## src/rtl/xcvr_pkg.sv

```systemverilog
package xcvr_pkg;
  // Control bundle of one transfer direction.
  typedef struct packed {
    logic oe_n;  // output enable, active low
    logic le;    // transparent when high
    logic tclk;  // data clock, sampled on the system clock
    logic ce_n;  // clock enable, active low
  } dir_ctrl_t;

  localparam int NUM_DIR = 2;  // index 0: A to B, index 1: B to A
endpackage

```

## src/rtl/xcvr_edge.sv

```systemverilog
module xcvr_edge (
  input  logic clk,
  input  logic rst,
  input  logic sig,
  output logic rise
);
  logic prev;

  // Reset to one so a clock held high through reset is not an edge.
  always_ff @(posedge clk) begin
    if (rst) prev <= 1'b1;
    else     prev <= sig;
  end

  assign rise = sig & ~prev;

  p_single_rise_r5: assert property (@(posedge clk) disable iff (rst)
    rise |=> !rise);
endmodule

```

## src/rtl/xcvr_keeper.sv

```systemverilog
module xcvr_keeper #(
  parameter int W = 18
) (
  input  logic         clk,
  input  logic         rst,
  input  logic [W-1:0] pin,
  input  logic [W-1:0] drv,
  output logic [W-1:0] kept
);
  logic [W-1:0] last;

  assign kept = (pin & drv) | (last & ~drv);

  always_ff @(posedge clk) begin
    if (rst) last <= '0;
    else     last <= kept;
  end

  // an undriven bit keeps the value it had one cycle before.
  p_hold_undriven_r10: assert property (@(posedge clk) disable iff (rst)
    !$past(rst) |-> (((~drv) & (kept ^ $past(kept))) == '0));
endmodule

```

## src/rtl/xcvr_lane.sv

```systemverilog
module xcvr_lane
  import xcvr_pkg::*;
#(
  parameter int W = 18
) (
  input  logic         clk,
  input  logic         rst,
  input  dir_ctrl_t    ctl,
  input  logic [W-1:0] d,
  output logic [W-1:0] q,
  output logic         q_en
);
  logic rise;

  xcvr_edge u_edge (
    .clk  (clk),
    .rst  (rst),
    .sig  (ctl.tclk),
    .rise (rise)
  );

  // Merged latch and register: latch enable wins, else a qualified edge loads.
  always_ff @(posedge clk) begin
    if (rst) begin
      q    <= '0;
      q_en <= 1'b0;
    end else begin
      q_en <= ~ctl.oe_n;
      if (ctl.le)
        q <= d;
      else if (rise && !ctl.ce_n)
        q <= d;
    end
  end

  p_track_r2: assert property (@(posedge clk) disable iff (rst)
    ctl.le |=> (q == $past(d)));

  p_noedge_hold_r4: assert property (@(posedge clk) disable iff (rst)
    (!ctl.le && !ctl.tclk) |=> $stable(q));

  p_ce_block_r6: assert property (@(posedge clk) disable iff (rst)
    (!ctl.le && ctl.ce_n) |=> $stable(q));

  p_oe_on_r8: assert property (@(posedge clk) disable iff (rst)
    !ctl.oe_n |=> q_en);

  p_oe_off_r8: assert property (@(posedge clk) disable iff (rst)
    ctl.oe_n |=> !q_en);
endmodule

```

## src/rtl/bus_xcvr_univ.sv

```systemverilog
module bus_xcvr_univ
  import xcvr_pkg::*;
#(
  parameter int W = 18
) (
  input  logic         clk,
  input  logic         rst,
  input  logic [W-1:0] a_in,
  input  logic [W-1:0] a_drv,
  output logic [W-1:0] a_out,
  output logic         a_oe,
  input  logic [W-1:0] b_in,
  input  logic [W-1:0] b_drv,
  output logic [W-1:0] b_out,
  output logic         b_oe,
  input  logic         ab_oe_n,
  input  logic         ab_le,
  input  logic         ab_clk,
  input  logic         ab_ce_n,
  input  logic         ba_oe_n,
  input  logic         ba_le,
  input  logic         ba_clk,
  input  logic         ba_ce_n
);
  logic [W-1:0] src_pin [NUM_DIR];
  logic [W-1:0] src_drv [NUM_DIR];
  logic [W-1:0] held    [NUM_DIR];
  logic [W-1:0] dst_val [NUM_DIR];
  logic         dst_en  [NUM_DIR];
  dir_ctrl_t    ctl     [NUM_DIR];

  assign src_pin[0] = a_in;
  assign src_drv[0] = a_drv;
  assign ctl[0]     = '{oe_n: ab_oe_n, le: ab_le, tclk: ab_clk, ce_n: ab_ce_n};
  assign src_pin[1] = b_in;
  assign src_drv[1] = b_drv;
  assign ctl[1]     = '{oe_n: ba_oe_n, le: ba_le, tclk: ba_clk, ce_n: ba_ce_n};

  for (genvar g = 0; g < NUM_DIR; g++) begin : g_dir
    xcvr_keeper #(.W(W)) u_keep (
      .clk  (clk),
      .rst  (rst),
      .pin  (src_pin[g]),
      .drv  (src_drv[g]),
      .kept (held[g])
    );

    xcvr_lane #(.W(W)) u_lane (
      .clk  (clk),
      .rst  (rst),
      .ctl  (ctl[g]),
      .d    (held[g]),
      .q    (dst_val[g]),
      .q_en (dst_en[g])
    );
  end

  assign b_out = dst_val[0];
  assign b_oe  = dst_en[0];
  assign a_out = dst_val[1];
  assign a_oe  = dst_en[1];

  // a path whose controls keep it still does not move when the other does.
  p_ab_isolated_r9: assert property (@(posedge clk) disable iff (rst)
    (!ab_le && ab_ce_n) |=> $stable(b_out));
endmodule

```

## config.mk

```make
export PLATFORM = sky130hd
export DESIGN_NAME = bus_xcvr_univ
export DESIGN_NICKNAME = d
export VERILOG_FILES = /design/src/rtl/xcvr_pkg.sv /design/src/rtl/xcvr_edge.sv /design/src/rtl/xcvr_keeper.sv /design/src/rtl/xcvr_lane.sv /design/src/rtl/bus_xcvr_univ.sv
export SDC_FILE = /design/constraint.sdc
export NUM_CORES = 1
export LEC_CHECK = 0
export BUFFER_PORTS_ARGS = -buffer_cell sky130_fd_sc_hd__buf_2
export CORE_ASPECT_RATIO = 2
export CORE_MARGIN = 5
export CORE_UTILIZATION = 51
export DETAILED_ROUTE_END_ITERATION = 7
export PLACE_DENSITY = 0.8
export SYNTH_ARGS = -nofsm -noshare
export SYNTH_HDL_FRONTEND = slang
export SYNTH_SLANG_ARGS = --single-unit
```

## constraint.sdc

```tcl
create_clock -name clk -period 2 [get_ports clk]
set_input_delay 0.4 -clock clk [delete_from_list [all_inputs] [get_ports clk]]
set_output_delay 0.4 -clock clk [all_outputs]
set_load 0.01 [all_outputs]
```

# Word level (Yosys, flattened, before mapping)
# Cells that the tools add are included.
# op_classes
n_reduce_logical	6
muxes	4
bitwise_logic	14
# op_table
cell	n
18-bit bitwise AND	4
18-bit 2-to-1 mux	4
18-bit inverter	2
18-bit OR	2
1-bit inverter	4
2-bit nonzero test	2
1-bit bitwise AND	2
1-bit logical AND	2
1-bit logical NOT	2
# totals
wordCells	32
ff_bits	76

# Logic depth before layout (Yosys ltp)
# Gate-level depths: netlist of run 1.
# logic_depth
ltp_word	5
depth_mapped	4
ltp_nobuf	3

# Cells and area by module
# From an unflattened synthesis of run 1, not the netlist that was laid out.
# unflattened
hier_cells	280
area_unflattened_um2	3330.7
# by_module_without_submodules
mod	cells_per_inst	n_inst	area_per_inst_um2
xcvr_lane	82	2	849.6
xcvr_keeper	55	2	783.3
xcvr_edge	3	2	32.5

# Worst setup path after synthesis of run 1
# OpenSTA, ideal clock, no wires.
# synth_timing
kind	input port to flip-flop
from	in ab_ce_n
to	reg g_dir[0].u_lane.q[10]
n_path_buf	1
setup_ps	121
arrival_time_ps	1174
path_slack_ps	705
required_time_ps	1879
stages	4
cell_sequence	nor2_2 a21oi_4 buf_12 mux2_4
# synth_via
elab_chain_cells	3
# synth_rtl
item	line_no	text
start, declared	bus_xcvr_univ.sv:19	input logic ab_ce_n,
1-bit logical NOT	xcvr_lane.sv:31	else if (rise && !ctl.ce_n)
1-bit logical AND	xcvr_lane.sv:31	
2-bit nonzero test (no line)	--	
end signal, assigned	xcvr_lane.sv:25	q <= '0;
end signal, assigned	xcvr_lane.sv:30	q <= d;
end signal, assigned	xcvr_lane.sv:32	q <= d;
end, declared	xcvr_lane.sv:10	output logic [W-1:0] q,
# Every way passes these cells.
# A chain may end at the register's enable or synchronous reset.

# Final worst setup path of run 1
# layout_timing
from	reg g_dir[1].u_lane.u_edge.prev
to	reg g_dir[1].u_lane.q[16]
# layout_via
elab_chain_cells	4
# layout_rtl
item	line_no	text
start, declared	xcvr_edge.sv:7	logic prev;
start signal, assigned	xcvr_edge.sv:12	else prev <= sig;
1-bit inverter	xcvr_edge.sv:15	assign rise = sig & ~prev;
1-bit bitwise AND	xcvr_edge.sv:15	
1-bit logical AND	xcvr_lane.sv:31	
2-bit nonzero test (no line)	--	
end signal, assigned	xcvr_lane.sv:25	
end signal, assigned	xcvr_lane.sv:30	
end signal, assigned	xcvr_lane.sv:32	
end, declared	xcvr_lane.sv:10	
# Every way passes these cells.

==> results.sh, run 1 <==
export IMPL_clk_path_buf_depth=2
export IMPL_core_area_um2=5470
export IMPL_ff2ff_setup_slack_ns=0.70
export IMPL_drt_iter0_markers=76
export IMPL_arrival_ns=1.53
export IMPL_period_needed_ns=1.30
export IMPL_finalSetupTns_ns=0
export IMPL_cts_resized=0
export IMPL_cts_sinks=76
export IMPL_grt_usage=0.161
export IMPL_powerDensity_nw_per_um2=833
export IMPL_dp_cells=410
export IMPL_synth_xor_area_share=0
export IMPL_place_gp_congestion=0.732
export IMPL_seq_power_share=0.535
export IMPL_pwr_share_clk=0.340
export IMPL_max_cap_viol_count=0
export IMPL_hpwl_um=4390
export IMPL_power_leakage_nw=1.87
export IMPL_clk_pin_slew_worst_paths_ns=0.07
export IMPL_syn_instance_count=238
export IMPL_yosys_area_top_type="dfxtp_1"
export IMPL_synth_top_family_by_area="multiplexers"
export IMPL_cts_tree="yes"
export IMPL_synth_adder_area_share=0
export IMPL_avgViaCountPerCell=4.78
export IMPL_area_growth_synth_to_final_pct=27.8
export IMPL_die_h_um=116
export IMPL_netlist_area_um2=2880
export IMPL_antenna_left=0
export IMPL_switching_share=0.226
export IMPL_pin_count=120
export IMPL_cts_hold_buffers_added=0
export IMPL_rr_startpoint="g_dir[1].u_lane.u_edge.prev$_SDFF_PP1_"
export IMPL_synthTopCellsByCount="76 x dfxtp_1, 38 x nor2_1, 36 x mux2i_1, 36 x nor2b_1, 20 x mux2_4"
export IMPL_synth_async_sr_flop_share=0
export IMPL_reg2reg_depth=4
export IMPL_irDropWorstVdd_v=0.000675
export IMPL_cp_end_kind="register"
export IMPL_final_cell_count_no_fill=426
export IMPL_slew_viol_final=0
export IMPL_synth_top_cells_by_area="dfxtp_1 53%, mux2i_1 13%, mux2_4 10%"
export IMPL_vias=2037
export IMPL_rsz0062_at_grt="false"
export IMPL_synth_most_common_cell="dfxtp_1"
export IMPL_grt_max_degree=77
export IMPL_r2r_end="g_dir[1].u_lane.q[16]$_SDFFE_PP0P_"
export IMPL_hold_class="input pin to register"
export IMPL_die_area_um2=7330
export IMPL_first_global_vias=2009
export IMPL_grt_remaining_overflow=0
export IMPL_synthMuxAreaShare=0.292
export IMPL_routed_wl_um=5920
export IMPL_worstMarginPinSlew_ns=0.323
export IMPL_drive_gt1_frac=0.484
export IMPL_cts_buffers=9
export IMPL_antenna_found_initial=0
export IMPL_ys_flop_type="dfxtp_1"
export IMPL_critical_path_class="register to register"
export IMPL_power_switching_w=0.000691
export IMPL_synth_top_cell_area_share=0.529
export IMPL_p_comb_frac=0.125
export IMPL_row_count=38
export IMPL_cp_data_required_time_ns=2.23
export IMPL_cts_max_level=3
export IMPL_max_freq_ghz=0.769
export IMPL_synth_compound_area_frac=0.0113
export IMPL_status="finished clean"
export IMPL_finalSetupViolCount=0
export IMPL_cp_endpoint="g_dir[1].u_lane.q[16]$_SDFFE_PP0P_"
export IMPL_hold_viol=0
export IMPL_crit_path_start="g_dir[1].u_lane.u_edge.prev$_SDFF_PP1_"
export IMPL_drc=0
export IMPL_cts_root_buf="clkbuf_8"
export IMPL_n_antenna_cell=0
export IMPL_finalPower_w=0.00306
export IMPL_clock_latency_ns=0.33
export IMPL_ys_seq_area_frac=0.529
export IMPL_post_route_util=0.672
export IMPL_fp_dieW_um=63.1
export IMPL_relSlewSlack=0.785
export IMPL_ys_warn_count=0
export IMPL_intPower_w=0.00237
export IMPL_syn_num_nets=320
export IMPL_first_pass_iters=4
export IMPL_period_share=0.650
export IMPL_portBuffers=119
export IMPL_synth_simple_gate_area_frac=0.137
export IMPL_worst_path_max_fanout=18
export IMPL_whs_ns=0.208
export IMPL_skew_ns=0.00358
export IMPL_wl_per_cell_um=13.9
export IMPL_start_util=0.526
export IMPL_ys_ff_latch=76
export IMPL_syn_avg_cell_area_um2=12.1
export IMPL_cp_start_kind="register"
export IMPL_synth_edf_count=0
export IMPL_grt_pass1_wl_um=9050
export IMPL_synth_distinct_cells=12
export IMPL_post_cts_buffers=0
export IMPL_nNetsFinal=443
==> placed cells by master (no fill, tap or decap), drive strengths merged <==
cell type,Yosys,layout
buf,7,122
dfxtp,76,76
nor2,40,40
mux2i,36,36
nor2b,36,36
mux2,36,36
clkbuf,3,15
a21oi,2,2
or2,2,2
clkinv,0,1
==> stage by stage <==
step                instance area (um2)  setup slack [ns]
floorplan                          2880             0.705
global placement                   3490             0.545
detailed placement                 3490             0.529
CTS                                3670             0.685
global route                       3670             0.645
finish                             3670             0.700
==> sequential cells by signal, indices dropped and copies added (netlist names) <==
name	count
g_dir.u_keep.last	36
g_dir.u_lane.q	36
g_dir.u_lane.q_en	2
g_dir.u_lane.u_edge.prev	2
==> worst min path at each step <==
stage,start,end,slack (ns),depth (start not counted)
final,ba_oe_n,g_dir[1].u_lane.q_en$_SDFF_PP0_,0.21,2
after floorplan,g_dir[0].u_keep.last[0]$_SDFF_PP0_,g_dir[0].u_keep.last[0]$_SDFF_PP0_,0.47,2
after detailed placement,g_dir[1].u_keep.last[7]$_SDFF_PP0_,g_dir[1].u_keep.last[7]$_SDFF_PP0_,0.50,2
after global routing,ab_oe_n,g_dir[0].u_lane.q_en$_SDFF_PP0_,0.19,2
after CTS,ba_oe_n,g_dir[1].u_lane.q_en$_SDFF_PP0_,0.19,2
after global placement,g_dir[0].u_keep.last[0]$_SDFF_PP0_,g_dir[0].u_keep.last[0]$_SDFF_PP0_,0.48,2
==> cells by family (layout without fill, tap and decap cells) <==
logic type             after synthesis  in the layout
muxes                               72             72
DFF                                 76             76
and+or+nand+nor                     78             78
buffers and inverters               10            138
AOI/OAI and AO/OA                    2              2
==> final cells by class <==
cell class	instances	area [um2]
clock buffers	15	176
clock inverters	1	5.00
fillers	438	1790
multi-input cells	152	1270
flip-flops and latches	76	1520
well taps	60	75.1
repair buffers	122	631
==> power groups by stage <==
stage	registers [W]	logic, W	clock network, W
after CTS	0.00164	0.000389	0.00109
after detailed placement	0.00167	0.000388	0
after global placement	0.00167	0.000376	0
after floorplan	0.00169	0.000208	0
after global routing	0.00165	0.000418	0.00117
final	0.00164	0.000382	0.00104
==> worst max-delay path, cell delays in order, from the launching register on <==
cell and delay [ns]:
dfxtp_1 0.33, nor2_2 0.06, a21oi_4 0.12, buf_4 0.30, mux2_2 0.38
==> metal layers <==
| layer | part of all wire | vias to the layer above | GRT usage |
|---|---|---|---|
| met5 | 0 | - | 0 |
| met1 | 0.34 | 925 | 0.145 |
| met3 | 0.071 | 11 | 0.0654 |
| met4 | 0.021 | 0 | 0.0864 |
| li1 | - | 1031 | - |
| met2 | 0.57 | 70 | 0.297 |
Power figures use the tool's default switching activity.
==> inputs of run 2 (changes only) <==
--- a/config.mk
+++ b/config.mk
@@ -8,9 +8,9 @@
 export BUFFER_PORTS_ARGS = -buffer_cell sky130_fd_sc_hd__buf_2
 export CORE_ASPECT_RATIO = 2
 export CORE_MARGIN = 5
-export CORE_UTILIZATION = 51
+export CORE_UTILIZATION = 43
 export DETAILED_ROUTE_END_ITERATION = 7
-export PLACE_DENSITY = 0.8
+export PLACE_DENSITY = 0.72
 export SYNTH_ARGS = -nofsm -noshare
 export SYNTH_HDL_FRONTEND = slang
 export SYNTH_SLANG_ARGS = --single-unit
==> constraint.sdc (replaced) <==
create_clock -name clk -period 1.06 [get_ports clk]
set_input_delay 0.212 -clock clk [delete_from_list [all_inputs] [get_ports clk]]
set_output_delay 0.212 -clock clk [all_outputs]
set_load 0.01 [all_outputs]
==> run 2 against run 1 <==
Compared with the run above:
- the run now ends with setup timing left
- sequential share of layout area is 2.1 points lower
- routed wire length is 1.4% higher
- cell count is 6.1% higher
- hold slack worse by 0.17 ns
- register-to-register slack worse by 0.78 ns
- design area is 5.5% higher
- count of clock-buffer cells in the layout is 3 lower
- clock power grew to 2.5 times the previous value
- critical endpoint is now g_dir[1].u_lane.q[2]$_SDFFE_PP0P_
- largest cell class unchanged
==> results.sh, run 2 (synthesis results as in run 1) <==
export IMPL_status="complete, but fails checks"
export IMPL_violations="setup timing"
export IMPL_layout_setup_ws_ns=-0.0799
export IMPL_holdPathEnd="g_dir[0].u_lane.q_en$_SDFF_PP0_"
export IMPL_vias=2040
export IMPL_fp_dieW_um=67.8
export IMPL_powerDensity_nw_per_um2=1670
export IMPL_clk_path_buf_depth=2
export IMPL_finalPower_w=0.00646
export IMPL_grt_max_degree=33
export IMPL_crit_path_start="g_dir[1].u_lane.u_edge.prev$_SDFF_PP1_"
export IMPL_skew_ns=0.00364
export IMPL_final_common_cell="buf_2"
export IMPL_wirelength_met1_um=2160
export IMPL_cts_sinks=76
export IMPL_cp_start_kind="register"
export IMPL_nNetsFinal=445
export IMPL_max_freq_ghz=0.877
export IMPL_reg2reg_depth=4
export IMPL_core_area_um2=6570
export IMPL_drive_gt1_frac=0.489
export IMPL_cp_data_required_time_ns=1.27
export IMPL_area_growth_synth_to_final_pct=34.8
export IMPL_drt_iter0_markers=64
export IMPL_cts_root_buf="clkbuf_16"
export IMPL_ff2ff_setup_slack_ns=-0.08
export IMPL_place_gp_congestion=0.712
export IMPL_rsz0062_at_grt="true"
export IMPL_post_place_ws_ns=-0.102
export IMPL_cp_end_kind="register"
export IMPL_arrival_ns=1.35
export IMPL_slew_viol_final=0
export IMPL_wl_met3_um=420
export IMPL_irDropWorstVdd_v=0.00100
export IMPL_finalSetupViolCount=36
export IMPL_cts_hold_buffers_added=0
export IMPL_start_util=0.438
export IMPL_drc=0
export IMPL_layout_common_cells="119 x buf_2, 74 x dfxtp_1, 38 x nor2_1"
export IMPL_reg_top3="g_dir.u_keep.last (36), g_dir.u_lane.q (36)"
export IMPL_antenna_left=0
export IMPL_finalSetupTns_ns=-1.96
export IMPL_hold_viol=0
export IMPL_clk_pin_slew_worst_paths_ns=0.05
export IMPL_r2r_end="g_dir[1].u_lane.q[2]$_SDFFE_PP0P_"
export IMPL_die_area_um2=8520
export IMPL_grt_pass1_wl_um=9260
export IMPL_relSlewSlack=0.892
export IMPL_cts_tree="yes"
export IMPL_cts_max_level=3
export IMPL_antenna_found_initial=0
export IMPL_power_leakage_nw=1.95
export IMPL_grt_remaining_overflow=0
export IMPL_rr_startpoint="g_dir[1].u_lane.u_edge.prev$_SDFF_PP1_"
export IMPL_worstMarginPinSlew_ns=0.157
export IMPL_row_count=42
export IMPL_critical_path_class="register to register"
export IMPL_first_global_vias=2093
export IMPL_period_share=1.08
export IMPL_grt_usage=0.148
export IMPL_portBuffers=119
export IMPL_avgViaCountPerCell=4.51
export IMPL_topRoutingLayerUsed="met4"
export IMPL_routed_wl_um=6000
export IMPL_worstHoldStart="ab_oe_n"
export IMPL_clock_latency_ns=0.32
export IMPL_wl_met2_um=3290
export IMPL_cts_buffers=9
export IMPL_pin_count=120
export IMPL_n_antenna_cell=0
export IMPL_hpwl_um=4530
export IMPL_max_cap_viol_count=0
export IMPL_post_route_util=0.590
export IMPL_die_h_um=126
export IMPL_first_pass_iters=4
export IMPL_wl_per_cell_um=13.3
export IMPL_period_needed_ns=1.14
export IMPL_hold_class="input pin to register"
export IMPL_worst_path_max_fanout=18
export IMPL_whs_path_depth=2
## run 2: changes by cell type in the layout (fill, tap and decap cells not counted), sizes merged
cell	before	now
clkbuf	15	12
buf	122	124
clkinv	1	0
## run 2: worst max-delay path by stage
stage,to,slack [ns],cells after the start
floorplan,g_dir[0].u_lane.q[10]$_SDFFE_PP0P_,-0.13,4
global placement,g_dir[1].u_lane.q[3]$_SDFFE_PP0P_,-0.09,4
detailed placement,g_dir[1].u_lane.q[17]$_SDFFE_PP0P_,-0.10,4
CTS,g_dir[1].u_lane.q[1]$_SDFFE_PP0P_,-0.09,4
global route,g_dir[1].u_lane.q[1]$_SDFFE_PP0P_,-0.14,4
finish,g_dir[1].u_lane.q[2]$_SDFFE_PP0P_,-0.08,4
## run 2: final cells by class
cell class	count	area, um2
clock buffers	12	246
fillers	583	2690
multi-input cells	152	1300
flip-flops and latches	76	1520
well taps	88	110
repair buffers	124	696
## run 2: critical path: stages (launching register included)
cell and delay (ns):
dfxtp_2 0.32, nor2_2 0.04, a21oi_4 0.13, buf_12 0.19, mux2_2 0.34
## run 2: report_power, final
| group | switching (W) | total, W | internal (W) |
|---|---|---|---|
| Sequential | 0.0000581 | 0.00309 | 0.00304 |
| Clock | 0.00100 | 0.00260 | 0.00159 |
| Combinational | 0.000330 | 0.000772 | 0.000442 |
| Total | 0.00139 | 0.00646 | 0.00507 |
## run 2: what timing repair did
action | 4_1_cts | 5_1_grt
resized for setup | 2 | 7
setup endpoints to repair | 36 | 36
setup buffers | 0 | 0
## run 2: routing by layer
metal	vias to the layer above	GRT usage
met2	65	0.258
met1	935	0.145
met3	9	0.0544
met4	0	0.0774
met5	-	0
li1	1031	-
## run 2: stage by stage
step	instances	hold WS (ns)	instance area [um2]
global placement	440	0.368	3600
detailed placement	440	0.371	3600
global route	452	0.0238	3880
finish	452	0.0346	3880
CTS	452	0.0189	3850
floorplan	238	0.284	2880
